===== config.mk =====
export PLATFORM = sky130hd
export DESIGN_NAME = ret_stack
export DESIGN_NICKNAME = d
export VERILOG_FILES = /design/src/rtl/ret_stack_pkg.sv /design/src/rtl/ret_stack_arb.sv /design/src/rtl/ret_stack_mem.sv /design/src/rtl/ret_stack_swif.sv /design/src/rtl/ret_stack_ctl.sv /design/src/rtl/ret_stack.sv
export SDC_FILE = /design/constraint.sdc
export NUM_CORES = 1
export LEC_CHECK = 0
export BUFFER_PORTS_ARGS = -buffer_cell sky130_fd_sc_hd__buf_2
export CAP_MARGIN = 15
export CORE_MARGIN = 10
export CORE_UTILIZATION = 57
export DETAILED_ROUTE_END_ITERATION = 6
export PLACE_DENSITY_LB_ADDON = 0.05
export SYNTH_ARGS = -nofsm -noshare
export SYNTH_HDL_FRONTEND = slang
export SYNTH_SLANG_ARGS = --single-unit

===== constraint.sdc =====
create_clock -name clk_i -period 4 [get_ports clk_i]
set_input_delay 0.4 -clock clk_i [delete_from_list [all_inputs] [get_ports clk_i]]
set_output_delay 0.4 -clock clk_i [all_outputs]
set_load 0.01 [all_outputs]

===== src/rtl/ret_stack_pkg.sv =====
package ret_stack_pkg;
  typedef enum logic [1:0] {
    SEL_TOS_LO = 2'd0,
    SEL_TOS_HI = 2'd1,
    SEL_TOS_UP = 2'd2,
    SEL_STAT   = 2'd3
  } sw_sel_e;

  typedef enum logic [2:0] {
    OP_NONE  = 3'd0,
    OP_PUSH  = 3'd1,
    OP_POP   = 3'd2,
    OP_SWPOP = 3'd3,
    OP_SWWR  = 3'd4
  } stk_op_e;
endpackage


===== src/rtl/ret_stack_arb.sv =====
module ret_stack_arb
  import ret_stack_pkg::*;
(
  input  logic    push_i,
  input  logic    pop_i,
  input  logic    sw_pop_i,
  input  logic    sw_wr_i,
  output stk_op_e op_o
);
  // fixed priority: push > pop > sw pop > sw write (device reset handled in ctl)
  always_comb begin
    if (push_i)        op_o = OP_PUSH;
    else if (pop_i)    op_o = OP_POP;
    else if (sw_pop_i) op_o = OP_SWPOP;
    else if (sw_wr_i)  op_o = OP_SWWR;
    else               op_o = OP_NONE;
  end
endmodule


===== src/rtl/ret_stack_mem.sv =====
module ret_stack_mem #(
  parameter int ADDR_W = 21,
  parameter int PTR_W  = 5,
  localparam int DEPTH = (1 << PTR_W) - 1
) (
  input  logic              clk_i,
  input  logic              rst_ni,
  input  logic              we_i,
  input  logic [PTR_W-1:0]  wr_idx_i,
  input  logic [ADDR_W-1:0] wr_mask_i,
  input  logic [ADDR_W-1:0] wr_data_i,
  input  logic [PTR_W-1:0]  rd_idx_i,
  output logic [ADDR_W-1:0] rd_data_o
);
  logic [ADDR_W-1:0] ent [0:DEPTH];

  // slot 0 has no storage
  assign ent[0] = '0;

  for (genvar g = 1; g <= DEPTH; g++) begin : g_ent
    logic [ADDR_W-1:0] q;
    always_ff @(posedge clk_i or negedge rst_ni) begin
      if (!rst_ni) q <= '0;
      else if (we_i && (wr_idx_i == PTR_W'(g)))
        q <= (q & ~wr_mask_i) | (wr_data_i & wr_mask_i);
    end
    assign ent[g] = q;
  end

  assign rd_data_o = ent[rd_idx_i];

  a_r8_no_slot0_write: assert property (@(posedge clk_i) disable iff (!rst_ni)
    we_i |-> (wr_idx_i != '0));
endmodule


===== src/rtl/ret_stack_swif.sv =====
module ret_stack_swif
  import ret_stack_pkg::*;
#(
  parameter int ADDR_W = 21,
  parameter int PTR_W  = 5,
  localparam int LANES = (ADDR_W + 7) / 8,
  localparam int PAD_W = LANES * 8
) (
  input  logic [1:0]        sel_i,
  input  logic [7:0]        wdata_i,
  input  logic [ADDR_W-1:0] tos_i,
  input  logic [PTR_W-1:0]  ptr_i,
  input  logic              full_i,
  input  logic              unf_i,
  output logic [7:0]        rdata_o,
  output logic [ADDR_W-1:0] tos_wmask_o,
  output logic [ADDR_W-1:0] tos_wdata_o
);
  logic [PAD_W-1:0] tos_pad;
  logic [PAD_W-1:0] mask_pad;
  logic [PAD_W-1:0] data_pad;
  logic [7:0]       status;

  assign tos_pad = PAD_W'(tos_i);
  assign status  = {full_i, unf_i, {(6 - PTR_W){1'b0}}, ptr_i};

  always_comb begin
    mask_pad = '0;
    data_pad = '0;
    rdata_o  = status;
    for (int l = 0; l < LANES; l++) begin
      data_pad[l*8 +: 8] = wdata_i;
      if (sel_i == 2'(l)) begin
        mask_pad[l*8 +: 8] = 8'hff;
        rdata_o            = tos_pad[l*8 +: 8];
      end
    end
    if (sel_i == SEL_STAT) rdata_o = status;
  end

  assign tos_wmask_o = mask_pad[ADDR_W-1:0];
  assign tos_wdata_o = data_pad[ADDR_W-1:0];
endmodule


===== src/rtl/ret_stack_ctl.sv =====
module ret_stack_ctl
  import ret_stack_pkg::*;
#(
  parameter int ADDR_W = 21,
  parameter int PTR_W  = 5,
  localparam logic [PTR_W-1:0] PTR_MAX = {PTR_W{1'b1}}
) (
  input  logic              clk_i,
  input  logic              rst_ni,
  input  logic              dev_rst_i,
  input  logic              ovf_rst_en_i,
  input  stk_op_e           op_i,
  input  logic [ADDR_W-1:0] push_addr_i,
  input  logic [1:0]        sw_sel_i,
  input  logic [7:0]        sw_wdata_i,
  input  logic [ADDR_W-1:0] tos_wmask_i,
  input  logic [ADDR_W-1:0] tos_wdata_i,
  output logic [PTR_W-1:0]  ptr_o,
  output logic              full_o,
  output logic              unf_o,
  output logic              rst_req_o,
  output logic              we_o,
  output logic [PTR_W-1:0]  wr_idx_o,
  output logic [ADDR_W-1:0] wr_mask_o,
  output logic [ADDR_W-1:0] wr_data_o
);
  logic [PTR_W-1:0] ptr_q, ptr_d, ptr_inc;
  logic             full_q, full_d, unf_q, unf_d, req_q, req_d, we;

  assign ptr_inc = ptr_q + PTR_W'(1);

  always_comb begin
    ptr_d     = ptr_q;
    full_d    = full_q;
    unf_d     = unf_q;
    req_d     = 1'b0;
    we        = 1'b0;
    wr_idx_o  = ptr_q;
    wr_mask_o = '1;
    wr_data_o = push_addr_i;
    unique case (op_i)
      OP_PUSH: begin
        if (ptr_q == PTR_MAX) begin
          full_d = 1'b1;
          if (ovf_rst_en_i) begin
            req_d = 1'b1;
            ptr_d = '0;
          end
        end else begin
          ptr_d    = ptr_inc;
          we       = 1'b1;
          wr_idx_o = ptr_inc;
          if (ptr_inc == PTR_MAX) begin
            full_d = 1'b1;
            if (ovf_rst_en_i) begin
              req_d = 1'b1;
              ptr_d = '0;
            end
          end
        end
      end
      OP_POP, OP_SWPOP: begin
        if (ptr_q == '0) begin
          unf_d = 1'b1;
          req_d = ovf_rst_en_i;
        end else begin
          ptr_d = ptr_q - PTR_W'(1);
        end
      end
      OP_SWWR: begin
        if (sw_sel_i == SEL_STAT) begin
          ptr_d  = sw_wdata_i[PTR_W-1:0];
          full_d = full_q & sw_wdata_i[7];
          unf_d  = unf_q & sw_wdata_i[6];
        end else if (ptr_q != '0) begin
          we        = 1'b1;
          wr_mask_o = tos_wmask_i;
          wr_data_o = tos_wdata_i;
        end
      end
      default: ;
    endcase
  end

  assign we_o = we & ~dev_rst_i;

  always_ff @(posedge clk_i or negedge rst_ni) begin
    if (!rst_ni) begin
      ptr_q  <= '0;
      full_q <= 1'b0;
      unf_q  <= 1'b0;
      req_q  <= 1'b0;
    end else if (dev_rst_i) begin
      ptr_q <= '0;
      req_q <= 1'b0;
    end else begin
      ptr_q  <= ptr_d;
      full_q <= full_d;
      unf_q  <= unf_d;
      req_q  <= req_d;
    end
  end

  assign ptr_o     = ptr_q;
  assign full_o    = full_q;
  assign unf_o     = unf_q;
  assign rst_req_o = req_q;

  a_r1_dev_rst_clears_ptr: assert property (@(posedge clk_i) disable iff (!rst_ni)
    dev_rst_i |=> (ptr_q == '0) && !req_q);
  a_r11_flags_survive_dev_rst: assert property (@(posedge clk_i) disable iff (!rst_ni)
    dev_rst_i |=> (full_q == $past(full_q)) && (unf_q == $past(unf_q)));
  a_r2_push_increments: assert property (@(posedge clk_i) disable iff (!rst_ni)
    (!dev_rst_i && op_i == OP_PUSH && ptr_q < PTR_MAX - PTR_W'(1)) |=> (ptr_q == $past(ptr_q) + PTR_W'(1)));
  a_r3_overflow_reset: assert property (@(posedge clk_i) disable iff (!rst_ni)
    (!dev_rst_i && op_i == OP_PUSH && ptr_q == PTR_MAX - PTR_W'(1) && ovf_rst_en_i) |=> (ptr_q == '0) && full_q && req_q);
  a_r4_saturate: assert property (@(posedge clk_i) disable iff (!rst_ni)
    (!dev_rst_i && op_i == OP_PUSH && ptr_q == PTR_MAX && !ovf_rst_en_i) |=> (ptr_q == PTR_MAX) && full_q);
  a_r5_underflow: assert property (@(posedge clk_i) disable iff (!rst_ni)
    (!dev_rst_i && (op_i == OP_POP || op_i == OP_SWPOP) && ptr_q == '0) |=> unf_q && (ptr_q == '0));
  a_r7_full_not_set_by_sw: assert property (@(posedge clk_i) disable iff (!rst_ni)
    (!full_q && op_i != OP_PUSH) |=> !full_q);
endmodule


===== src/rtl/ret_stack.sv =====
module ret_stack
  import ret_stack_pkg::*;
#(
  parameter int ADDR_W = 21,
  parameter int PTR_W  = 5
) (
  input  logic              clk_i,
  input  logic              rst_ni,
  input  logic              dev_rst_i,
  input  logic              ovf_rst_en_i,
  input  logic              push_i,
  input  logic [ADDR_W-1:0] push_addr_i,
  input  logic              pop_i,
  output logic [ADDR_W-1:0] pop_addr_o,
  input  logic              sw_pop_i,
  input  logic              sw_wr_i,
  input  logic [1:0]        sw_sel_i,
  input  logic [7:0]        sw_wdata_i,
  output logic [7:0]        sw_rdata_o,
  output logic [PTR_W-1:0]  ptr_o,
  output logic              full_o,
  output logic              unf_o,
  output logic              rst_req_o
);
  stk_op_e           op;
  logic [PTR_W-1:0]  ptr;
  logic              full, unf, we;
  logic [PTR_W-1:0]  wr_idx;
  logic [ADDR_W-1:0] wr_mask, wr_data, tos, tos_wmask, tos_wdata;

  ret_stack_arb u_arb (
    .push_i   (push_i),
    .pop_i    (pop_i),
    .sw_pop_i (sw_pop_i),
    .sw_wr_i  (sw_wr_i),
    .op_o     (op)
  );

  ret_stack_ctl #(.ADDR_W(ADDR_W), .PTR_W(PTR_W)) u_ctl (
    .clk_i        (clk_i),
    .rst_ni       (rst_ni),
    .dev_rst_i    (dev_rst_i),
    .ovf_rst_en_i (ovf_rst_en_i),
    .op_i         (op),
    .push_addr_i  (push_addr_i),
    .sw_sel_i     (sw_sel_i),
    .sw_wdata_i   (sw_wdata_i),
    .tos_wmask_i  (tos_wmask),
    .tos_wdata_i  (tos_wdata),
    .ptr_o        (ptr),
    .full_o       (full),
    .unf_o        (unf),
    .rst_req_o    (rst_req_o),
    .we_o         (we),
    .wr_idx_o     (wr_idx),
    .wr_mask_o    (wr_mask),
    .wr_data_o    (wr_data)
  );

  ret_stack_mem #(.ADDR_W(ADDR_W), .PTR_W(PTR_W)) u_mem (
    .clk_i     (clk_i),
    .rst_ni    (rst_ni),
    .we_i      (we),
    .wr_idx_i  (wr_idx),
    .wr_mask_i (wr_mask),
    .wr_data_i (wr_data),
    .rd_idx_i  (ptr),
    .rd_data_o (tos)
  );

  ret_stack_swif #(.ADDR_W(ADDR_W), .PTR_W(PTR_W)) u_swif (
    .sel_i       (sw_sel_i),
    .wdata_i     (sw_wdata_i),
    .tos_i       (tos),
    .ptr_i       (ptr),
    .full_i      (full),
    .unf_i       (unf),
    .rdata_o     (sw_rdata_o),
    .tos_wmask_o (tos_wmask),
    .tos_wdata_o (tos_wdata)
  );

  assign pop_addr_o = tos;
  assign ptr_o      = ptr;
  assign full_o     = full;
  assign unf_o      = unf;
endmodule


# --- Word-level counts from Yosys, hierarchy flattened ---
# Cells that the tools add are included.
totals:
  register_bits: 659
  output_inout_bits: 37
  word_cells: 241
op_classes:
  n_addsub: 2
  order_cmp: 1
  n_eq_ne: 46
  muxes: 47
  n_bitwise: 69
  n_reduce_logical: 41
ops:
  columns: ["cell", "n"]
  rows:
  - ["$and A21 B21 Y21", 32]
  - ["$or A21 B21 Y21", 31]
  - ["$mux W21", 8]
  - ["$bmux W21 S5", 1]
  - ["$eq A5 B5 Y1 const B", 18]
  - ["$mux W5", 10]
  - ["$mux W8", 6]
  - ["$eq A5 B4 Y1 const B", 8]
  - ["$logic_and A1 B1 Y1", 31]
  - ["$not A21 Y21", 1]
  - ["$eq A5 B3 Y1 const B", 4]
  - ["$pmux W5 S3", 1]
  - ["$mux W1", 13]
  - ["$mux W3", 4]
  - ["$reduce_and A4 Y1", 3]
  - ["$eq A5 B2 Y1 const B", 2]
  - ["$pmux W1 S2", 4]
  - ["$eq A3 B2 Y1 const B", 2]
  - ["$ge A6 B6 Y1 const B", 1]
  - ["$not A5 Y6", 1]
  - ["$add A5 B1 Y5 const B", 1]
  - ["$eq A5 B1 Y1 const B", 1]
  - ["$logic_not A5 Y1", 1]
  - ["$reduce_bool A5 Y1", 1]
  - ["other kinds (16)", 21]

# --- Logic depth before layout (Yosys ltp) ---
depth:
  depth_word: 9
  depth_mapped: 18
  ltp_nobuf: 10

# --- Hierarchy ---
# Synthesis repeated with hierarchy kept, for this count alone.
hier_totals:
  hier_cells: 2850
  hier_area_um2: 34177.8
by_module_without_submodules:
  columns: ["module", "n_inst", "cells_per_inst", "area_each_um2", "seq_area_each_um2"]
  rows:
  - ["ret_stack_mem", 1, 2639, 32359.8, 16290.6]
  - ["ret_stack_ctl", 1, 149, 1280.0, 200.2]
  - ["ret_stack_swif", 1, 57, 503.0, 0.0]
  - ["ret_stack_arb", 1, 5, 35.0, 0.0]

# --- Least setup slack after synthesis ---
# No wires, ideal clock.
synth_path:
  kind: "register to register"
  from: "reg u_ctl.ptr_q[2], in the netlist u_ctl.ptr_o[2]"
  to: "reg (tool-made name)"
  setup_time_ps: 125
  arrival_ps: 3785
  t_required_ps: 3875
  setup_slack_ps: 91
  stages_incl_launch_ff: 17
  n_path_buf: 7
  path_cell_list: "dfrtp_1 > buf_2 > buf_2 > buf_2 > buf_1 > buf_1 > nand3_1 > inv_1 > ha_1 > clkbuf_1 > nand2b_1 > o21ai_0 > a21oi_1 > or2_0 > and3_1 > buf_2 > mux2_2"
synth_rtl:
  columns: ["item", "line_no", "rtl"]
  rows:
  - ["start: declaration", "ret_stack_ctl.sv:27", "logic [PTR_W-1:0] ptr_q, ptr_d, ptr_inc;"]
  - ["start signal: assignment", "ret_stack_ctl.sv:97", "ptr_q <= ptr_d;"]

# --- Worst setup path after layout ---
layout_path:
  from: "reg u_ctl.ptr_q[4], in the netlist u_ctl.ptr_o[4]"
  to: "out sw_rdata_o[1]"
layout_between:
  elab_chain_len: 8
layout_rtl:
  columns: ["item", "line_no", "rtl"]
  rows:
  - ["$not A5 Y6 (implied by the code) (*)", "ret_stack_mem.sv:30", "assign rd_data_o = ent[rd_idx_i];"]
  - ["$bmux W21 S5 (*)", "ret_stack_mem.sv:30", null]
  - ["$mux W21 (implied by the code) (*) (2 in series)", "ret_stack_mem.sv:30", null]
  - ["$mux W8 (2 in series)", "ret_stack_swif.sv:33", "if (sel_i == 2'(l)) begin"]
  - ["$mux W8 (*)", "ret_stack_swif.sv:33", null]
  - ["$mux W8 (*)", "ret_stack_swif.sv:38", "if (sel_i == SEL_STAT) rdata_o = status;"]
  - ["end: declaration", "ret_stack.sv:19", "output logic [7:0] sw_rdata_o,"]
# Mark *: on every way between the ends. The rest lies on a longest branch, timed or not. The select of a mux whose other input is x is not followed.

==> summary.md <==
| Metric | Value |
|---|---|
| Post-route ant nets | `0` |
| Fin cells | `3611` |
| Async set-or-reset flop fraction in the synthesized netlist | `1.000` |
| Leading area contributor after synthesis | `dfrtp_1` |
| Setup CP Type | `flip-flop to output port` |
| Max_cap viols | `0` |
| Failing checks | `design-rule violations, negative setup slack` |
| Die width | `around 250 um` |
| CP arrival | `approximately 3.7 ns` |
| Port bufs | `75` |
| Crit-path max cell delay | `between 0.6 and 0.7 ns` |
| Post-Route WL | `105200 um` |
| Crit-path cells | `buf_12, nand2b_2, buf_4, a2111oi_1, a31oi_1, and3_1, nand3_2, a221oi_4, buf_4, buf_2` |
| Number of synthesized flops with an enable pin | `0` |
| Final setup viols | `1` |
| Tot GR Track Use | `0.3313` |
| R2R Path Start | `u_ctl.ptr_o[0]` |
| CTS Sinks | `659` |
| Drt pass-1 iters | `7` |
| Tightest Pin Transition | `roughly 1 ns` |
| Status | `finished with violations` |
| Worst Setup End Kind | `output port` |
| Crit-path most repeated cell | `buf_4` |
| Top cell type's share of synthesized area | `0.5346` |
| Netlist cell types | `84` |
| Hold Startpoint | `sw_wdata_i[7]` |
| Logic pwr share | `0.278` |
| Min Tclk post-route | `approximately 4 ns` |
| Worst rel slew slack | `0.3136` |
| Main area contributors after synthesis | `dfrtp_1, mux2_2, nand2_1` |
| Mapped Cells | `2789` |
| Core area | `~54000 um2` |
| Pwr dens | `between 600 and 700 nW/um2` |
| WP buf/inv | `4` |
| Global route overflow | `0` |
| Largest net degree at the start of global routing | `122` |
| Worst R2R Path Depth | `9` |
| Tcrit/Tclk final | `1.013` |
| Hold Crit Depth | `3` |
| Avg Cell Area, Syn | `11.06 um2` |
| Global-route wire length before repair | `between 150000 and 200000 um` |
| LEAKAGE | `15.88 nW` |
| Initial Util | `0.5743` |
| Achievable clock frequency | `roughly 0.25 GHz` |
| Synth Warn # | `0` |
| GPL Wtd Cong | `between 1 and 1.5` |
| Worst-case clock buffer depth | `3` |
| Switching Share | `0.3368` |
| Hold Slack | `between 0.07 and 0.08 ns` |
| Post-synth net total | `around 2800` |
| Clk_lat worst skew | `0.62 ns` |
| CTS tree | `done` |
| Vias in the first global route | `23282` |
| WP data required | `~3.6 ns` |
| Seq pwr share | `0.415` |
| Worst-path fanout max | `27` |
| Detailed Route Iter0 Violations | `between 2000 and 2500` |
| Max VDD drop | `392.2 uV` |
| P_sw | `a little over 0.007 W` |
| Top_reg_cell synth | `dfrtp_1` |
| DRC viols | `1` |
| Cell Area, Synth | `30840 um2` |
| Total number of vias | `about 24000` |
| Die Area | `between 60000 and 70000 um2` |
| Clock slew at reported path FFs | `about 0.06 ns` |
| Cell Rows | `85` |
| Top-count cell post-synth | `dfrtp_1` |
| H-tree lvl count | `3` |
| Post-placement setup slack | `-0.1709 ns` |
| Inst Count DP | `around 3500` |
| Int Pwr | `about 0.014 W` |
| Clk_skew | `roughly 0.019 ns` |
| R2r setup slk | `0.19 ns` |
| Max-slew violations | `0` |
| Root Buffer | `clkbuf_16` |
| Power Total | `between 0.02 and 0.025 W` |
| Nets | `between 2000 and 3000` |
| Post-synth top cells | `dfrtp_1, nand2_1, o21ai_0, mux2_2, clkbuf_1` |
| Final hold vios | `0` |
| Die H | `around 250 um` |
| Final WS setup | `-0.05025 ns` |
| Yosys reg bits | `~660` |
| Crit-path slowest cell | `a2111oi_1` |
| Crit path launch type | `flip-flop` |
| Worst hold path type | `input port to flip-flop` |
| Largest delay contributor family on the critical path | `compound AO/OA/AOI/OAI gates` |
| Vias/cell | `6.538` |
| Clock power frac | `0.306` |
| HPWL after DPL | `approximately 74000 um` |
| Filler instances | `~4200` |
| Total CTS buffers | `71` |
| Sequential area share after synthesis | `0.5346` |
| Antenna violations before repair | `3` |
| IO Count | `76` |
| Area grow syn2layout | `12.95%` |
| Share of cells above drive strength 1 | `0.2391` |
| Worst min-delay path endpoint | `u_ctl.full_o` |
| Routed wire per std cell | `between 20 and 30 um` |
[how the worst max path moves through the flow]
stage                   startpoint       endpoint  slack (ns)  cells after the start
finish              u_ctl.ptr_o[4]  sw_rdata_o[1]       -0.05                     10
global route        u_ctl.ptr_o[2]  sw_rdata_o[1]       -0.02                     10
CTS                 u_ctl.ptr_o[0]  sw_rdata_o[4]       -0.03                      9
detailed placement  u_ctl.ptr_o[2]  sw_rdata_o[0]       -0.17                      9
global placement    u_ctl.ptr_o[2]  sw_rdata_o[0]       -0.21                      9
floorplan           u_ctl.ptr_o[2]      flip-flop        0.09                     16
[final cells by class]
type                            count  area, um2  share of cell area
Antenna cell                        4      10.01           0.0002873
Timing Repair Buffer              198       1551             0.04453
Sequential cell                   659      16510              0.4738
Inverter                           13      50.05            0.001437
Tap cell                          696      870.8             0.02500
Clock inverter                     17      162.7            0.004669
Clock buffer                      105       2078             0.05965
Multi-Input combinational cell   1919      13610              0.3906
[placed cells by master, fill, tap and decap left out, types with 7 or more instances in the layout]
cell type,count
a2111oi_0,15
a211oi_1,17
a21oi_1,74
a21oi_2,7
a221o_1,8
a221oi_1,19
a22oi_1,18
a31oi_1,8
and2_1,18
and3_1,14
buf_12,11
buf_2,74
buf_4,99
clkbuf_1,20
clkbuf_16,75
clkbuf_8,11
clkinv_2,10
dfrtp_1,654
inv_1,9
mux2_1,8
mux2_2,234
mux2i_1,113
mux4_2,86
nand2_1,520
nand2b_1,9
nand3_1,29
nand4_1,11
nor2_1,93
nor2b_1,21
nor3_1,7
nor4_2,15
o21ai_0,390
o21ai_1,26
o22ai_1,21
[metal layers]
layer	up-vias	GRT usage	share of wire
met5	-	0	0.00012
met4	2	0.1565	0.050
met3	281	0.07824	0.096
met2	1175	0.4909	0.44
met1	11958	0.4558	0.41
li1	10192	-	-
[power by group through the flow]
stage / sequential (W) / clock, W / combinational (W)
CTS: 0.00868 / 0.00647 / 0.00562
global route: 0.00882 / 0.00674 / 0.00620
floorplan: 0.00852 / 0 / 0.00335
detailed placement: 0.00879 / 0 / 0.00553
finish: 0.00871 / 0.00642 / 0.00584
global placement: 0.00872 / 0 / 0.00544
[cell families after synthesis]
group                    Yosys count  share of synthesized area
AO/OA/AOI/OAI                    675                     0.1273
XOR/XNOR                           5                   0.001420
adder cells (fa/ha/maj)            5                   0.002028
buffers and inverters            211                    0.03059
flip-flops                       659                     0.5346
multiplexers                     443                     0.1885
AND/OR/NAND/NOR                  791                     0.1154
[metrics by stage]
step | TNS [ns] | area, um2 | utilization
floorplan | 0 | 30840 | -
global placement | -0.2077 | 32260 | 0.6006
detailed placement | -0.1709 | 32270 | 0.6008
CTS | -0.02544 | 34630 | 0.6448
global route | -0.01800 | 34830 | 0.6485
finish | -0.05025 | 34840 | 0.6487
[what timing repair did]
action | 4_1_cts | 5_1_grt
buffers inserted | 0 | 5
endpoints found under the setup margin | 10 | 48
hold buffers | 1 | 0
hold endpoints to repair | 83 | 0
cloned | 0 | 1
gates resized for setup | 28 | 21
pin swaps | 2 | 4
[tightest hold or removal path: stages]
cell,delay (ns)
buf_2,0.11
o31ai_1,0.07
o21ai_0,0.06
Note: power is estimated with default switching activity, not from simulation.
